**src/rtl/itlb_lru_pkg.sv**
```systemverilog
package itlb_lru_pkg;
  localparam int unsigned NUM_WAYS = 4;
  localparam int unsigned WAY_W    = $clog2(NUM_WAYS);
  localparam int unsigned ORD_W    = NUM_WAYS * (NUM_WAYS - 1) / 2;

  typedef logic [WAY_W-1:0] way_t;
  typedef logic [ORD_W-1:0] ord_t;

  // Per-way update patterns, element g belongs to way g.
  localparam ord_t [NUM_WAYS-1:0] TOUCH_SET = {
    6'b001011,   // way 3
    6'b010100,   // way 2
    6'b100000,   // way 1
    6'b000000    // way 0
  };
  localparam ord_t [NUM_WAYS-1:0] TOUCH_CLR = {
    6'b000000,
    6'b000001,
    6'b000110,
    6'b111000
  };

  // Eviction match: (code & care) == value
  localparam ord_t [NUM_WAYS-1:0] EVICT_CARE = {
    6'b001011,
    6'b010101,
    6'b100110,
    6'b111000
  };
  localparam ord_t [NUM_WAYS-1:0] EVICT_VAL = {
    6'b000000,
    6'b000001,
    6'b000110,
    6'b111000
  };
endpackage

```
**src/rtl/lru_touch_next.sv**
```systemverilog
module lru_touch_next
  import itlb_lru_pkg::*;
(
  input  ord_t cur_ord,
  input  logic touch_vld,
  input  way_t touch_idx,
  input  logic wr_en,
  input  ord_t wr_data,
  output ord_t nxt_ord,
  output logic upd_en
);
  ord_t cand [NUM_WAYS];

  for (genvar g = 0; g < NUM_WAYS; g++) begin : g_cand
    assign cand[g] = (cur_ord & ~TOUCH_CLR[g]) | TOUCH_SET[g];
  end

  always_comb begin
    nxt_ord = cur_ord;
    if (touch_vld) begin
      nxt_ord = cand[touch_idx];
    end
    if (wr_en) begin
      nxt_ord = wr_data;
    end
  end

  assign upd_en = touch_vld | wr_en;
endmodule

```
**src/rtl/lru_victim_sel.sv**
```systemverilog
module lru_victim_sel
  import itlb_lru_pkg::*;
(
  input  ord_t ord,
  output way_t victim,
  output logic err
);
  logic [NUM_WAYS-1:0] hit;

  for (genvar g = 0; g < NUM_WAYS; g++) begin : g_match
    assign hit[g] = ((ord & EVICT_CARE[g]) == EVICT_VAL[g]);
  end

  always_comb begin
    logic found;
    found  = 1'b0;
    victim = '0;
    for (int i = 0; i < NUM_WAYS; i++) begin
      if (!found && hit[i]) begin
        victim = way_t'(i);
        found  = 1'b1;
      end
    end
    err = !found;
  end

  // the eviction patterns are mutually exclusive
  always_comb begin
    p_evict_exclusive_r6: assert ($onehot0(hit))
      else $error("p_evict_exclusive_r6: several ways match");
  end
endmodule

```
**src/rtl/itlb_lru_tracker.sv**
```systemverilog
module itlb_lru_tracker
  import itlb_lru_pkg::*;
(
  input  logic             clk,
  input  logic             rst_n,
  input  logic             touch_vld,
  input  logic [WAY_W-1:0] touch_idx,
  input  logic             sw_wr_en,
  input  logic [ORD_W-1:0] sw_wr_data,
  output logic [ORD_W-1:0] lru_state,
  output logic [WAY_W-1:0] victim_idx,
  output logic             victim_err
);
  logic rst_meta_q;
  logic rst_sync_n;
  ord_t lru_q;
  ord_t lru_d;
  logic lru_en;

  // Reset: asserted asynchronously, released on the clock
  always_ff @(posedge clk or negedge rst_n) begin
    if (!rst_n) begin
      rst_meta_q <= 1'b0;
      rst_sync_n <= 1'b0;
    end else begin
      rst_meta_q <= 1'b1;
      rst_sync_n <= rst_meta_q;
    end
  end

  lru_touch_next u_next (
    .cur_ord   (lru_q),
    .touch_vld (touch_vld),
    .touch_idx (touch_idx),
    .wr_en     (sw_wr_en),
    .wr_data   (sw_wr_data),
    .nxt_ord   (lru_d),
    .upd_en    (lru_en)
  );

  always_ff @(posedge clk or negedge rst_sync_n) begin
    if (!rst_sync_n) begin
      lru_q <= '0;
    end else if (lru_en) begin
      lru_q <= lru_d;
    end
  end

  lru_victim_sel u_victim (
    .ord    (lru_q),
    .victim (victim_idx),
    .err    (victim_err)
  );

  assign lru_state = lru_q;


  p_touch_way0_r2: assert property (@(posedge clk) disable iff (!rst_sync_n)
    touch_vld && !sw_wr_en && touch_idx == 2'd0 |=>
      lru_q[5:3] == 3'b000 && lru_q[2:0] == $past(lru_q[2:0]));

  p_touch_way1_r3: assert property (@(posedge clk) disable iff (!rst_sync_n)
    touch_vld && !sw_wr_en && touch_idx == 2'd1 |=>
      lru_q[5] && !lru_q[2] && !lru_q[1] &&
      lru_q[4:3] == $past(lru_q[4:3]) && lru_q[0] == $past(lru_q[0]));

  p_touch_way2_r4: assert property (@(posedge clk) disable iff (!rst_sync_n)
    touch_vld && !sw_wr_en && touch_idx == 2'd2 |=>
      lru_q[4] && lru_q[2] && !lru_q[0] &&
      lru_q[5] == $past(lru_q[5]) && lru_q[3] == $past(lru_q[3]) &&
      lru_q[1] == $past(lru_q[1]));

  p_touch_way3_r5: assert property (@(posedge clk) disable iff (!rst_sync_n)
    touch_vld && !sw_wr_en && touch_idx == 2'd3 |=>
      lru_q[3] && lru_q[1] && lru_q[0] &&
      lru_q[5:4] == $past(lru_q[5:4]) && lru_q[2] == $past(lru_q[2]));

  p_sw_write_wins_r8: assert property (@(posedge clk) disable iff (!rst_sync_n)
    sw_wr_en |=> lru_state == $past(sw_wr_data));

  p_idle_hold_r9: assert property (@(posedge clk) disable iff (!rst_sync_n)
    !touch_vld && !sw_wr_en |=> $stable(lru_state));

  p_touched_not_victim_r10: assert property (@(posedge clk) disable iff (!rst_sync_n)
    touch_vld && !sw_wr_en |=> victim_err || victim_idx != $past(touch_idx));
endmodule

```
**config.mk**
```make
export PLATFORM = sky130hd
export DESIGN_NAME = itlb_lru_tracker
export DESIGN_NICKNAME = d
export VERILOG_FILES = /design/src/rtl/itlb_lru_pkg.sv /design/src/rtl/lru_touch_next.sv /design/src/rtl/lru_victim_sel.sv /design/src/rtl/itlb_lru_tracker.sv
export SDC_FILE = /design/constraint.sdc
export NUM_CORES = 1
export LEC_CHECK = 0
export ABC_AREA = 1
export BUFFER_PORTS_ARGS = -buffer_cell sky130_fd_sc_hd__buf_2
export CAP_MARGIN = 10
export CORE_AREA = 2 2 39 41
export DETAILED_ROUTE_END_ITERATION = 8
export DIE_AREA = 0 0 41 43
export PLACE_DENSITY_LB_ADDON = 0.2
export SETUP_SLACK_MARGIN = 0.3
export SYNTH_ARGS = -nofsm -noshare
export SYNTH_HDL_FRONTEND = slang
export SYNTH_HIERARCHICAL = 1
export SYNTH_SLANG_ARGS = --single-unit
```
**constraint.sdc**
```tcl
create_clock -name clk -period 1 [get_ports clk]
set_input_delay 0.2 -clock clk [delete_from_list [all_inputs] [get_ports clk]]
set_output_delay 0.2 -clock clk [all_outputs]
set_load 0.02 [all_outputs]
```
Yosys cells after proc, flatten, opt, wreduce, memory -nomap -nowiden:

Cells that the tools add are included.

* flip-flop bits (word level): 8
* input bits: 12
* output and inout bits: 9
* logic and storage cells: 31

* $lt $le $gt $ge: 1
* eq/ne operators: 3
* mux-type cells: 12
* bitwise operators: 2
* reductions and logical operators: 10

Operators by type and width (number)
* 2-to-1 mux 6 bit: 4
* binary-select mux 6 bit (select 2 bit): 1
* zero test 6 bit: 1
* 2-to-1 mux 1 bit: 5
* zero test 1 bit: 4
* 2-to-1 mux 2 bit: 2
* == test 3 x 1 -> 1 bit, second input constant: 1
* == test 3 x 2 -> 1 bit, second input constant: 1
* == test 3 bit, second input constant: 1
* greater-or-equal comparator 3 bit, second input constant: 1
* logical AND 1 bit: 3
* NOT 2 -> 3 bit: 1
* AND reduction 2 bit: 1
* nonzero test 2 bit: 1
* OR 1 bit: 1

Depth between registers and ports, before layout:

* depth after elaboration: 12
* gate-level depth with buffers: 8
* gate-level depth less buffers: 7

Hierarchy:

The synthesis kept the hierarchy.

Modules (own cells, without submodules)
* itlb_lru_tracker: instances 1, cells each 28, area each 275.3 um2, seq. area each 200.2 um2
* lru_touch_next: instances 1, cells each 45, area each 203.9 um2, seq. area each 0.0 um2
* lru_victim_sel: instances 1, cells each 13, area each 57.6 um2, seq. area each 0.0 um2

Worst setup path after synthesis:

No wires, ideal clock.

* kind: register to output
* from: register lru_q[3], in the netlist lru_state[3]
* to: output victim_err
* arrival: 0.966 ns
* data required time: 0.800 ns
* slack: -0.166 ns
* cell stages (with the launch flop): 5
* path buffers: 0
* cell sequence: dfrtp_1 -> nor2_1 -> nand2_1 -> nand2_2 -> nor2_2

* word-level cells in the longest chain between the ends: 12
* elaborated cells between the ends (all ways): 13
* those cells by class: eq/ne: 1; mux: 4; reduce/logical: 8

Ends and longest elaborated chain
* start: declaration: line itlb_lru_tracker.sv:16 `ord_t lru_q;`
* start signal: assignment: line itlb_lru_tracker.sv:45 `lru_q <= lru_d;`
* == test 3 bit: line lru_victim_sel.sv:11 `assign hit[g] = ((ord & EVICT_CARE[g]) == EVICT_VAL[g]);`
* 2-to-1 mux 1 bit: line lru_victim_sel.sv:19 `if (!found && hit[i]) begin`
* zero test 1 bit: line lru_victim_sel.sv:19
* logical AND 1 bit: line lru_victim_sel.sv:19
* 2-to-1 mux 1 bit: line lru_victim_sel.sv:19
* zero test 1 bit: line lru_victim_sel.sv:19
* logical AND 1 bit: line lru_victim_sel.sv:19
* 2-to-1 mux 1 bit: line lru_victim_sel.sv:19
* zero test 1 bit: line lru_victim_sel.sv:19
* logical AND 1 bit: line lru_victim_sel.sv:19
* 2-to-1 mux 1 bit (*): line lru_victim_sel.sv:19
* zero test 1 bit (*): line lru_victim_sel.sv:24 `err = !found;`
* end: declaration: line itlb_lru_tracker.sv:12 `output logic victim_err`

Mark *: on every way between the ends. The rest lies on a longest branch, timed or not.

Worst setup path in the final report:

Ends and elaborated chain as after synthesis.

==> impl_metrics.tcl <==
set metrics [dict create \
    dr.max_layer_used "met3" \
    avgSynthCellArea_um2 6.24 \
    syn-num-nets 98 \
    clkLatencyLatePin_ps 240 \
    rows 14 \
    fp.dieW_um 41 \
    max_freq_mhz 765 \
    drive_gt1_share_pct 44.9 \
    io_pins 21 \
    drt_iter0_markers 4 \
    finalPower_mw 1.17 \
    p_sw_share_pct 33.6 \
    synth.distinct_cells 13 \
    setup-tns-final_ps -1720 \
    antennaDiodeCount 0 \
    routedWlPerCell_um 9.76 \
    worstSetupStartpointType "flop" \
    drtAntennaViolNets 0 \
    setup_slack_ps -307 \
    drc 0 \
    rsz0062_at_grt "true" \
    critical_path.max_fanout 3 \
    h-tree-depth 1 \
    finalMaxSlewViolations 0 \
    combPwrFrac_pct 44.9 \
    firstDrtPassIters 3 \
    hold_slack_ps 80.8 \
    synth_top_area_share_pct 37.3 \
    finalWirelength_um 1310 \
    finalHoldViolCount 0 \
    intPower_mw 0.778 \
    netlist_instances 86 \
    tritoncts "yes" \
    synth.top_cells.by_area "dfrtp_1 37%, nand2_1 31%, inv_1 9.1%" \
    grt_pass1_wl_um 2000 \
    die_h_um 43 \
    setup_viol 12 \
    wirelength_met1_um 566 \
    power_frac_clock_pct 21.1 \
    cts_buffers 3 \
    yosys_warnings 6 \
    p_switching_mw 0.394 \
    ys_seq_area_share_pct 37.3 \
    worstSetupEndpointType "output pin" \
    failed_checks "negative setup slack" \
    via_count 581 \
    cp.required_ps 800 \
    post-route-util_pct 61.0 \
    vias_per_cell 4.34 \
    fill_cells 135 \
    io_buffer_count 20 \
    period_share_pct 131 \
    grt_antenna_before_repair 0 \
    dp_hpwl_um 1000 \
    final_net_count 131 \
    wl_met3_um 37 \
    fp.dieArea_um2 1760 \
    netlist_area_um2 537 \
    sequentialPowerShare_pct 34.0 \
    synth_top_cell_by_area "dfrtp_1" \
    crit_type "flop to output pin" \
    maxCapViolations 0 \
    grt.overflow.total 0 \
    clk_pin_slew_ps 50 \
    arrival_ps 1110 \
    initial_core_util_pct 38.8 \
    root_buffer "clkbuf_4" \
    p_leak_nw 0.497 \
    gp_congestion 0.772 \
    cts_sinks 8 \
    rrSetupSlack_ps -50 \
    power.density_nw_per_um2 1390 \
    grt_usage_pct 17.1 \
    grt_max_degree 10 \
    period_needed_ps 1310 \
    hold_class "flop to async pin" \
    reg2reg_depth 8 \
    first_global_vias 487 \
    skew_ps 4.54 \
    coreArea_um2 1380 \
    area_growth_pct 57.3 \
    dr_wl_met2_um 703 \
    outcome "complete, but fails checks" \
    ys_ff_latch 8 \
    max-vdd-ir-drop_uv 488 \
    cts_max_path_buffers 2 \
]
==> area by class of cell <==
type	instances	area [um2]	area share, %
clock buffer	4	26.3	3.11
inverter	14	55.1	6.52
multi-input combinational	62	283	33.5
sequential	8	208	24.6
tap	16	20.0	2.37
timing repair buffer	30	253	29.9
==> sequential cells by signal, summed over array words and instances, names as in the netlist <==
name and flops:
rst_sync_n 1, lru_state 6, rst_meta_q 1
==> power groups by stage <==
stage | Clock [mW] | Sequential, mW | Combinational (mW)
2_1_floorplan | 0 | 0.445 | 0.193
3_3_place_gp | 0 | 0.399 | 0.387
3_5_place_dp | 0 | 0.400 | 0.390
4_1_cts | 0.258 | 0.398 | 0.482
5_1_grt | 0.299 | 0.401 | 0.581
6_report | 0.247 | 0.398 | 0.526
==> path summary, 6_finish.rpt <==
check / startpoint / to
max: lru_state[3] / victim_err
min: rst_sync_n / lru_state[5]
max reg2reg: lru_state[0] / lru_state[0]
min reg2reg: rst_sync_n / lru_state[5]
max in group asynchronous: rst_n / rst_sync_n
min in group clk: sw_wr_data[4] / lru_state[4]
==> cell usage after synthesis <==
master / number
buf_4: 1
buf_6: 1
conb_1: 1
dfrtp_1: 8
inv_1: 13
inv_2: 1
nand2_1: 44
nand2_2: 2
nand3_1: 9
nand3_2: 1
nor2_1: 1
nor2_2: 3
or2_1: 1
==> metrics by stage <==
step                      std cells  setup WS (ps)  instance area [um2]
after floorplan                  86          -51.1                  554
after global placement          126          -45.3                  701
after detailed placement        126          -59.9                  701
after CTS                       132           -310                  806
after global routing            134           -383                  845
final                           134           -307                  845
==> critical path, stage by stage (launching register included) <==
cell	delay (ps)
dfrtp_2	400
nor2_1	110
nand2_1	90
nand2_2	100
nor2_4	40
buf_6	120
==> cells by family after synthesis <==
logic type | share of synthesized area, %
and+or+nand+nor | 48.7
buffers and inverters | 13.3
DFF | 37.3
other | 0.699
==> layout by cell type, fill, tap and decap left out <==
cell type / instances
nand2_1: 42
clkbuf_1: 1
inv_2: 4
nand2_2: 4
inv_4: 1
buf_6: 14
clkbuf_4: 3
or2_4: 1
nor2_4: 1
nor2_1: 1
nand3_1: 8
dlygate4sd3_1: 1
dfrtp_1: 2
nand3_2: 2
buf_4: 4
buf_2: 11
nor2_2: 2
dfrtp_2: 6
inv_1: 9
conb_1: 1
==> metal layers <==
metal / GRT usage (%) / vias to the layer above
li1: - / 316
met1: 20.6 / 251
met2: 26.9 / 14
met3: 3.14 / 0
met4: 10.0 / 0
met5: 0 / -
==> what timing repair did <==
| item | in CTS | in global routing |
|---|---|---|
| endpoints found under the setup margin | 15 | 15 |
| setup buffers | 1 | 2 |
| endpoints found under the hold margin | 2 | 0 |
| pin swaps | 5 | 10 |
| resized for setup | 19 | 11 |
| gates cloned | 0 | 0 |
| hold buffers | 1 | 0 |
Power figures use the tool's default switching activity.
